$ cat config.mk
export PLATFORM = sky130hd
export DESIGN_NAME = phase_timer_set
export DESIGN_NICKNAME = d
export VERILOG_FILES = /design/src/rtl/tl_phase_pkg.sv /design/src/rtl/tl_bin_counter.sv /design/src/rtl/tl_bcd_counter.sv /design/src/rtl/phase_timer_set.sv
export SDC_FILE = /design/constraint.sdc
export NUM_CORES = 1
export LEC_CHECK = 0
export ABC_AREA = 1
export BUFFER_PORTS_ARGS = -buffer_cell sky130_fd_sc_hd__buf_4
export CELL_PAD_IN_SITES_DETAIL_PLACEMENT = 0
export CELL_PAD_IN_SITES_GLOBAL_PLACEMENT = 2
export CORE_UTILIZATION = 27
export DETAILED_ROUTE_END_ITERATION = 7
export PLACE_DENSITY_LB_ADDON = 0.1
export SLEW_MARGIN = 25
export SYNTH_ARGS = -nofsm -noshare
export SYNTH_HDL_FRONTEND = slang
export SYNTH_SLANG_ARGS = --single-unit
export TNS_END_PERCENT = 1
$ cat constraint.sdc
create_clock -name clk -period 1.8 [get_ports clk]
set_input_delay 0.18 -clock clk [delete_from_list [all_inputs] [get_ports clk]]
set_output_delay 0.18 -clock clk [all_outputs]
set_load 0.05 [all_outputs]
$ cat src/rtl/tl_phase_pkg.sv
package tl_phase_pkg;
  localparam int DIGIT_W = 4;
  typedef logic [DIGIT_W-1:0] bcd_digit_t;
  localparam bcd_digit_t DIGIT_TOP = 4'd9;
endpackage

$ cat src/rtl/tl_bin_counter.sv
module tl_bin_counter #(
  parameter int W   = 7,
  parameter int CAP = 99
) (
  input  logic         clk,
  input  logic         rst,
  input  logic         tick,
  input  logic         clr_n,
  input  logic [W-1:0] limit,
  output logic [W-1:0] count,
  output logic         run
);
  localparam logic [W-1:0] CAP_V = W'(CAP);

  logic [W-1:0] cnt_q;
  logic         hit;
  logic         at_cap;

  assign hit    = (cnt_q == limit);
  assign at_cap = (cnt_q == CAP_V);

  always_ff @(posedge clk) begin
    if (rst || !clr_n) begin
      cnt_q <= '0;
    end else if (tick && !hit && !at_cap) begin
      cnt_q <= cnt_q + 1'b1;
    end
  end

  assign count = cnt_q;
  assign run   = !hit;
endmodule

$ cat src/rtl/tl_bcd_counter.sv
module tl_bcd_counter
  import tl_phase_pkg::*;
#(
  parameter int DIGITS = 2
) (
  input  logic                    clk,
  input  logic                    rst,
  input  logic                    tick,
  input  logic                    clr_n,
  input  logic [DIGITS*DIGIT_W-1:0] limit,
  output logic [DIGITS*DIGIT_W-1:0] count,
  output logic                    run
);
  localparam int CW = DIGITS * DIGIT_W;
  localparam logic [CW-1:0] ALL_NINES = {DIGITS{DIGIT_TOP}};

  logic [CW-1:0]     cnt_q;
  logic [DIGITS-1:0] step;
  logic              hit;
  logic              adv;

  assign hit = (cnt_q == limit);
  assign adv = tick && !hit && (cnt_q != ALL_NINES);

  for (genvar d = 0; d < DIGITS; d++) begin : g_digit
    bcd_digit_t dig;
    assign dig = cnt_q[d*DIGIT_W +: DIGIT_W];

    if (d == 0) begin : g_low
      assign step[d] = adv;
    end else begin : g_high
      assign step[d] = step[d-1] && (cnt_q[(d-1)*DIGIT_W +: DIGIT_W] == DIGIT_TOP);
    end

    always_ff @(posedge clk) begin
      if (rst || !clr_n) begin
        cnt_q[d*DIGIT_W +: DIGIT_W] <= '0;
      end else if (step[d]) begin
        cnt_q[d*DIGIT_W +: DIGIT_W] <= (dig == DIGIT_TOP) ? '0 : dig + 1'b1;
      end
    end
  end

  assign count = cnt_q;
  assign run   = !hit;
endmodule

$ cat src/rtl/phase_timer_set.sv
module phase_timer_set #(
  parameter int GRN_DIGITS = 2,
  parameter int RED_W      = 7,
  parameter int RED_CAP    = 99,
  parameter int YEL_SECS   = 8
) (
  input  logic                              clk,
  input  logic                              rst,
  input  logic                              tick,
  input  logic                              grn_clr_n,
  input  logic                              yel_clr_n,
  input  logic                              red_clr_n,
  input  logic [GRN_DIGITS*4-1:0]           grn_limit,
  input  logic [RED_W-1:0]                  red_limit,
  output logic [GRN_DIGITS*4-1:0]           grn_count,
  output logic [$clog2(YEL_SECS+1)-1:0]     yel_count,
  output logic [RED_W-1:0]                  red_count,
  output logic                              grn_run,
  output logic                              yel_run,
  output logic                              red_run
);
  localparam int YEL_W = $clog2(YEL_SECS + 1);
  localparam logic [YEL_W-1:0] YEL_LIMIT = YEL_W'(YEL_SECS);

  tl_bcd_counter #(.DIGITS(GRN_DIGITS)) u_grn (
    .clk(clk), .rst(rst), .tick(tick), .clr_n(grn_clr_n),
    .limit(grn_limit), .count(grn_count), .run(grn_run)
  );

  tl_bin_counter #(.W(RED_W), .CAP(RED_CAP)) u_red (
    .clk(clk), .rst(rst), .tick(tick), .clr_n(red_clr_n),
    .limit(red_limit), .count(red_count), .run(red_run)
  );

  tl_bin_counter #(.W(YEL_W), .CAP(YEL_SECS)) u_yel (
    .clk(clk), .rst(rst), .tick(tick), .clr_n(yel_clr_n),
    .limit(YEL_LIMIT), .count(yel_count), .run(yel_run)
  );
endmodule

==> summary.txt <==
Cells and area
  • Ant. Diodes: 0
  • Layout overhead on the synthesized area: 31.0%
  • Final net count: 260
  • Most common cell after layout, fill and taps aside: nand2_1
  • Most frequent cells in the layout: nand2_1, buf_4, inv_1
  • Area occupied by multi-input gates: 833 µm²
  • Sequential Area: 388 µm²
  • Final Cell Area: 1760 µm²
  • Fin util: 0.371
  • Fillers: 522
  • Fraction of layout cells with a size suffix above 1: 0.315

Detailed routing
  • First-iteration detailed-routing DRC count: 74
  • Detail Route Antenna Nets: 0
  • Vias per cell: 4.26
  • Residual DRC count: 0
  • Via count: 1288
  • Pre-antenna DRT Iters: 4
  • WL per Instance: 10.7 µm
  • Drt total wl: 3240 µm

Clock network
  • Setup Buffers After CTS: 0
  • CTS H-tree lvls: 1
  • Clk Latency, worst-skew pair: 260 ps
  • Clock buffer count from CTS: 3
  • Post-CTS Hold Fix Bufs: 0
  • TritonCTS clock tree: built
  • Clock tree buffer depth: 2
  • Clock Root Buffer: clkbuf_8
  • Clk pin slew, worst setup/hold paths: 70 ps
  • Clock sink count: 19

STA
  • Worst-Margin Slew: 473 ps
  • Worst Skew: 8.02 ps
  • Minimum clock period after layout: 1690 ps
  • Setup_tns: 0 ps
  • Worst slew margin: 0.685
  • Final setup fails: 0
  • Slew Viols, Final: 0
  • Hold Vio Cnt, Final: 0
  • Fin crit share: 0.938
  • Highest clock rate: 593 MHz
  • RSZ-0062 raised after global routing: no

Synth
  • EDFF count, synth: 0
  • Post-Syn Area per Cell: 7.01 µm²
  • Net count after synthesis: 216
  • Synth unique cells: 26
  • Yosys warning total: 0
  • Sequential fraction of the synthesis area: 0.283
  • Async SR Flop Fraction: 0
  • Mapped Area: 1350 µm²
  • Xor/xnor share of the synthesized area: 0.123
  • Post-synthesis register bit count: 19
  • Synth Area in Adders: 0.0279
  • Post-Synthesis Cells: 192
  • Largest family of logic cells by synthesized area: simple AND/OR/NAND/NOR gates
  • Post-Synth Simple-Gate Area: 0.376
  • Multiplexer area fraction after synthesis: 0
  • Synth Area in Compound Gates: 0.0901
  • Synth Flop Type: dfxtp_1

Floorplanning
  • Chip width: 72.6 µm
  • Core Area: 4750 µm²
  • # rows: 25
  • Die ar.: 5270 µm²
  • Die height: 72.6 µm
  • Initial core utilization: 0.283
  • IO Count: 43

Hold path
  • Hold Crit Class: in2reg

Setup path
  • Critical path's largest stage delay: 480 ps
  • CP max stage cell: dfxtp_1
  • Arr. time, crit path: 1510 ps
  • Crit path launch type: flop
  • Cell breakdown of the critical path: xnor2_1 -> nand2_1 -> nor2_4 -> nand3_4 -> buf_4
  • Required time worst endpoint: 1620 ps
  • CP Capture Type: output port
  • Max Fanout on Critical Path: 9
  • CP Class: reg2out

Global route
  • Initial antenna violation count: 0
  • Vias in the first global route: 1191
  • First-pass GRT wire length: 5380 µm
  • Largest net degree at the start of global routing: 12
  • GRT Total Usage: 0.131
  • Total gr overflow: 0

Placed design
  • Detail Placement HPWL: 2590 µm
  • Routability cong.: 0.756
  • PortBufs: 42
  • DP Area: 1710 µm²

Status
  • Outcome: complete, no violations

Power
  • Internal power: 0.645 mW
  • PD cells: 502 nW/µm²
  • Clock Power Share: 0.342
  • Peak VDD IR: 0.399 mV
  • Logic pwr share: 0.168
  • Reg power frac: 0.490
  • Sw Share: 0.271
  • Static Leakage: 0.772 nW
  • NetSw: 0.239 mW

Run
  • Maxcap violations: 0
-- final cells by class --
type,count,share of cell area
clock buffers,3,0.0234
repair buffers,43,0.183
clock inverters,1,0.00284
multi-input cells,145,0.472
inverters,24,0.0511
well taps,67,0.0475
flip-flops and latches,19,0.220
-- critical path, delay by kind of cell (launching register included) --
kind	cells	cell delay, ps
XOR/XNOR	1	180
flip-flops	1	480
AND/OR/NAND/NOR	3	370
buffers and inverters	1	230
-- registers in the layout (all words and copies together) (netlist names) --
name	flops
u_grn.g_digit.dig	8
u_yel.count	4
u_red.count	7
-- per-layer routing --
metal,global-route usage,vias up,share of wire
met5,0,-,0
met4,0.0327,0,0.0083
met3,0.0290,2,0.038
met2,0.240,28,0.50
met1,0.154,560,0.45
li1,-,698,-
-- timing repair --
item,in CTS,in global routing
endpoints found under the hold margin,0,0
endpoints found under the setup margin,0,1
resized for setup,0,4
-- worst paths after layout --
| kind | start | to | slack, ps | cells past startpoint |
|---|---|---|---|---|
| setup reg to reg | u_red.count[0] | u_red.count[6] | 310 | 6 |
| hold / removal | tick | u_yel.count[1] | 260 | 3 |
| hold reg to reg | u_yel.count[1] | u_yel.count[1] | 500 | 2 |
| setup / recovery | u_red.count[2] | red_run | 110 | 5 |
-- kinds of logic after synthesis --
group	count (synthesis)
compound gates	22
buf+inv	28
xor+xnor	18
fa+ha+maj	3
flops	19
simple gates	102
-- synthesized netlist by cell type (2+ instances only) --
library cell / number / area, µm²
nand2_1: 49 / 184
dfxtp_1: 19 / 380
inv_1: 18 / 67.6
a21oi_1: 17 / 85.1
nand3_1: 16 / 80.1
nor2_1: 15 / 56.3
xor2_1: 12 / 105
inv_2: 6 / 22.5
nand4_1: 6 / 37.5
xnor2_1: 5 / 43.8
buf_6: 4 / 45.0
ha_1: 3 / 37.5
nor2_2: 3 / 18.8
nand2_2: 2 / 12.5
nand2_4: 2 / 22.5
nor2_4: 2 / 22.5
nor3_1: 2 / 10.0
o21ai_0: 2 / 10.0
o21ai_1: 2 / 10.0
-- power groups by stage --
stage / combinational (mW) / clock [mW] / sequential (mW)
finish: 0.149 / 0.303 / 0.433
global route: 0.163 / 0.344 / 0.435
CTS: 0.151 / 0.326 / 0.433
detailed placement: 0.151 / 0 / 0.443
global placement: 0.148 / 0 / 0.443
floorplan: 0.0710 / 0 / 0.461
-- per-stage QoR --
stage / instances / setup slack (ps) / hold slack (ps) / total power, mW
detailed placement: 298 / 324 / 491 / 0.594
global route: 302 / 3.90 / 267 / 0.942
finish: 302 / 112 / 261 / 0.885
floorplan: 192 / 39.2 / 378 / 0.532
global placement: 298 / 339 / 481 / 0.592
CTS: 302 / 41.9 / 254 / 0.910
Note: power is estimated with default switching activity, not from simulation.
